[src/rtl/pkey_pkg.sv]
// Package: shared types and widths for the protection key checker.
package pkey_pkg;
    localparam int KEY_W   = 4;
    localparam int NUM_KEY = 1 << KEY_W;
    localparam int RIGHTS_W = 2 * NUM_KEY;

    typedef enum logic [1:0] {
        ACC_READ  = 2'b00,
        ACC_WRITE = 2'b01,
        ACC_FETCH = 2'b10
    } acc_kind_e;

    typedef enum logic [1:0] {
        RSN_NONE  = 2'b00,
        RSN_ALL   = 2'b01,
        RSN_WRITE = 2'b10
    } reason_e;
endpackage

[src/rtl/pkey_decide.sv]
// Module: combinational decision for a single access.
// Assumes: the rights vector packs key k's block-all bit at 2k and its block-write bit at 2k+1.
module pkey_decide
    import pkey_pkg::*;
#(
    parameter int KW = KEY_W
) (
    input  logic [2*(1<<KW)-1:0] rights,
    input  logic [KW-1:0]        key,
    input  logic [1:0]           kind,
    input  logic                 user,
    input  logic                 long_mode,
    output logic                 allow,
    output logic [1:0]           reason
);
    localparam int NK = 1 << KW;

    logic [NK-1:0] ad_vec, wd_vec;

    // Split the packed register into per-key bit vectors.
    for (genvar k = 0; k < NK; k++) begin : g_split
        assign ad_vec[k] = rights[2*k];
        assign wd_vec[k] = rights[2*k+1];
    end

    logic checked;
    // Select the key's rights and choose the outcome.
    always_comb begin
        checked = long_mode && user && (kind != ACC_FETCH);
        allow   = 1'b1;
        reason  = RSN_NONE;
        if (checked) begin
            if (ad_vec[key]) begin
                allow  = 1'b0;
                reason = RSN_ALL;
            end else if (wd_vec[key] && kind == ACC_WRITE) begin
                allow  = 1'b0;
                reason = RSN_WRITE;
            end
        end
    end


    reason_match_chk: assert final (allow == (reason == RSN_NONE));
endmodule

[config.mk]
export PLATFORM = sky130hd
export DESIGN_NAME = pkey_decide
export DESIGN_NICKNAME = d
export VERILOG_FILES = /design/src/rtl/pkey_pkg.sv /design/src/rtl/pkey_decide.sv
export SDC_FILE = /design/constraint.sdc
export NUM_CORES = 1
export LEC_CHECK = 0
export CORE_AREA = 2 2 39 41
export DETAILED_ROUTE_END_ITERATION = 8
export DIE_AREA = 0 0 41 43
export DONT_BUFFER_PORTS = 1
export MAX_ROUTING_LAYER = met4
export PLACE_DENSITY_LB_ADDON = 0.15
export SLEW_MARGIN = 10
export SYNTH_ARGS = -nofsm -noshare
export SYNTH_HDL_FRONTEND = slang
export SYNTH_SLANG_ARGS = --single-unit
[constraint.sdc]
create_clock -name vclk -period 2
set_input_delay 0 -clock vclk [all_inputs]
set_output_delay 0 -clock vclk [all_outputs]
set_load 0.03 [all_outputs]
==> reports/metrics.yaml <==
rsz0062_at_grt: "no"
critical_path.slowest_cell: "mux4_1"
dr.first_iter.drc_count: 0
fin_util_pct: 25.9
setup_violations: 0
seqPwrFrac_pct: 0
synth_top_area_share_pct: 22.9
antenna_found_initial: 0
grt_pass1_wl_microns: 1180
ios: 43
grtUsageMet1_pct: 11.2
grt_overflow: 0
num_antenna_cells: 0
crit_buf_inv: 0
dieWidth_microns: 41
min_period_ns: 1.25
start_util_pct: 24.9
drc: 0
final_hold_viol_count: 0
finalCritPeriodShare_pct: 62.3
syn-num-nets: 71
synth.distinct_cells: 15
grtUsageMet3_pct: 0
finalWeightedCongestion: 0.626
clock_buffers: 0
ant_nets: 0
p_sw_share_pct: 34.4
cpPeakStageDelay_ns: 0.51
yosys-top-cells-count: "7 x mux2i_1, 3 x mux4_1, 3 x mux4_2"
dieArea_sq_um: 1760
hold_path_depth: 3
wl_per_cell_microns: 17.8
drive_above_1_share_pct: 16.7
nets: 72
tightest_slew_ns: 0.309
grt_util_all_layers_pct: 9.44
cp-startpoint: "key[2]"
max_slew_margin_pct: 79.5
power.net_switching_mw: 0.0199
endpoint_kind: "primary output"
clkPwrFrac_pct: 0
grt_busiest_layer: "met2"
seq_area_frac_synth_pct: 0
p_per_area_nw_per_um2: 162
ctsHoldBuffers: 0
hp-class: "input port to primary output"
p_leak_nw: 0.133
cp_top_family: "multiplexers"
regArea_sq_um: 0
syn_to_final_growth_pct: 4.00
share_comb_of_total_power_pct: 100.0
nFlopsAndLatches: 0
arrival_ns: 1.25
critical_path_class: "input port to primary output"
synth_area_per_cell_sq_um: 11.1
die_h_microns: 43
cts_resized: 0
synth_area_leaders: "mux4_1 23%, mux2i_1 20%, mux4_2 20%"
fill_cells: 154
grt_pass1_vias: 323
holdPathEnd: "reason[1]"
core_area_sq_um: 1380
synth_most_common_cell: "mux2i_1"
critPathMaxFanout: 6
internal_power_mw: 0.0380
ir_worst_vdd_mv: 0.0487
finalWirelength_microns: 820
yosys_warnings: 0
port_buffers: 0
synth_area_sq_um: 344
path_cells: "mux4_1, mux2i_1, o22ai_1, and3b_1"
vias: 297
slew_viol_final: 0
use_met2_pct: 17.8
rows: 14
synthCells: 31
dr.pass1.iters: 1
final_cell_count_no_fill: 46
cp.required_ns: 2.00
grt_max_degree: 11
maxCapViolations: 0
fmaxAchievable_mhz: 803
cts_setup_buffers: 0
crit_path_start_kind: "input port"
dp_cells: 46
routed_via_density: 6.46
status: "finished clean"
fin_tns_setup_ns: 0
yosysTopAreaCell: "mux4_1"
min-delay-start: "key[2]"
power by group through the flow:
stage | clock network (mW) | logic [mW] | registers [mW]
6_report | 0 | 0.0579 | 0
5_1_grt | 0 | 0.0622 | 0
4_1_cts | 0 | 0.0589 | 0
3_5_place_dp | 0 | 0.0586 | 0
3_3_place_gp | 0 | 0.0580 | 0
2_1_floorplan | 0 | 0.0624 | 0
through the flow:
stage	hold WS [ns]	power, mW	setup slack (ns)	instance area, sq um
after CTS	0.294	0.0589	0.730	358
after global placement	0.293	0.0580	0.748	358
after floorplan	0.253	0.0624	0.494	344
after global routing	0.317	0.0622	0.673	358
after detailed placement	0.294	0.0586	0.736	358
final	0.288	0.0579	0.755	358
layout by cell type, fill, tap and decap left out:
| cell | count |
|---|---|
| mux4_2 | 3 |
| and3b_1 | 1 |
| o22ai_1 | 1 |
| mux4_1 | 3 |
| nand2b_1 | 1 |
| a2bb2oi_1 | 2 |
| buf_4 | 2 |
| nand4_1 | 2 |
| nand4b_1 | 2 |
| and4b_1 | 1 |
| a21oi_1 | 1 |
| nand3_1 | 2 |
| nor2b_1 | 2 |
| mux2i_1 | 7 |
cell families after synthesis:
group	count (synthesis)	synth area share [%]
muxes	13	62.9
and+or+nand+nor	11	22.5
AOI/OAI and AO/OA	4	8.36
buffers and inverters	3	6.18
worst max path at each step:
stage          depth (start not counted)    end
5_1_grt                                4  allow
6_report                               4  allow
3_5_place_dp                           4  allow
4_1_cts                                4  allow
2_1_floorplan                          5  allow
3_3_place_gp                           4  allow
layout make-up:
cell class / count / area (sq um) / area share [%]
Multi-Input combinational cell: 28 / 323 / 90.2
Tap cell: 16 / 20.0 / 5.59
Timing Repair Buffer: 2 / 15.0 / 4.20
tightest hold or removal path: stages:
cell     delay, ns
nand4_1       0.06
a21oi_1       0.06
buf_4         0.16
per-layer routing:
layer,up-vias,wire length [microns],part of all wire [%]
met4,0,0,0
met5,-,0,0
met1,134,243,30
met2,27,458,56
met3,0,118,14
li1,136,-,-
Note: power is estimated with default switching activity, not from simulation.
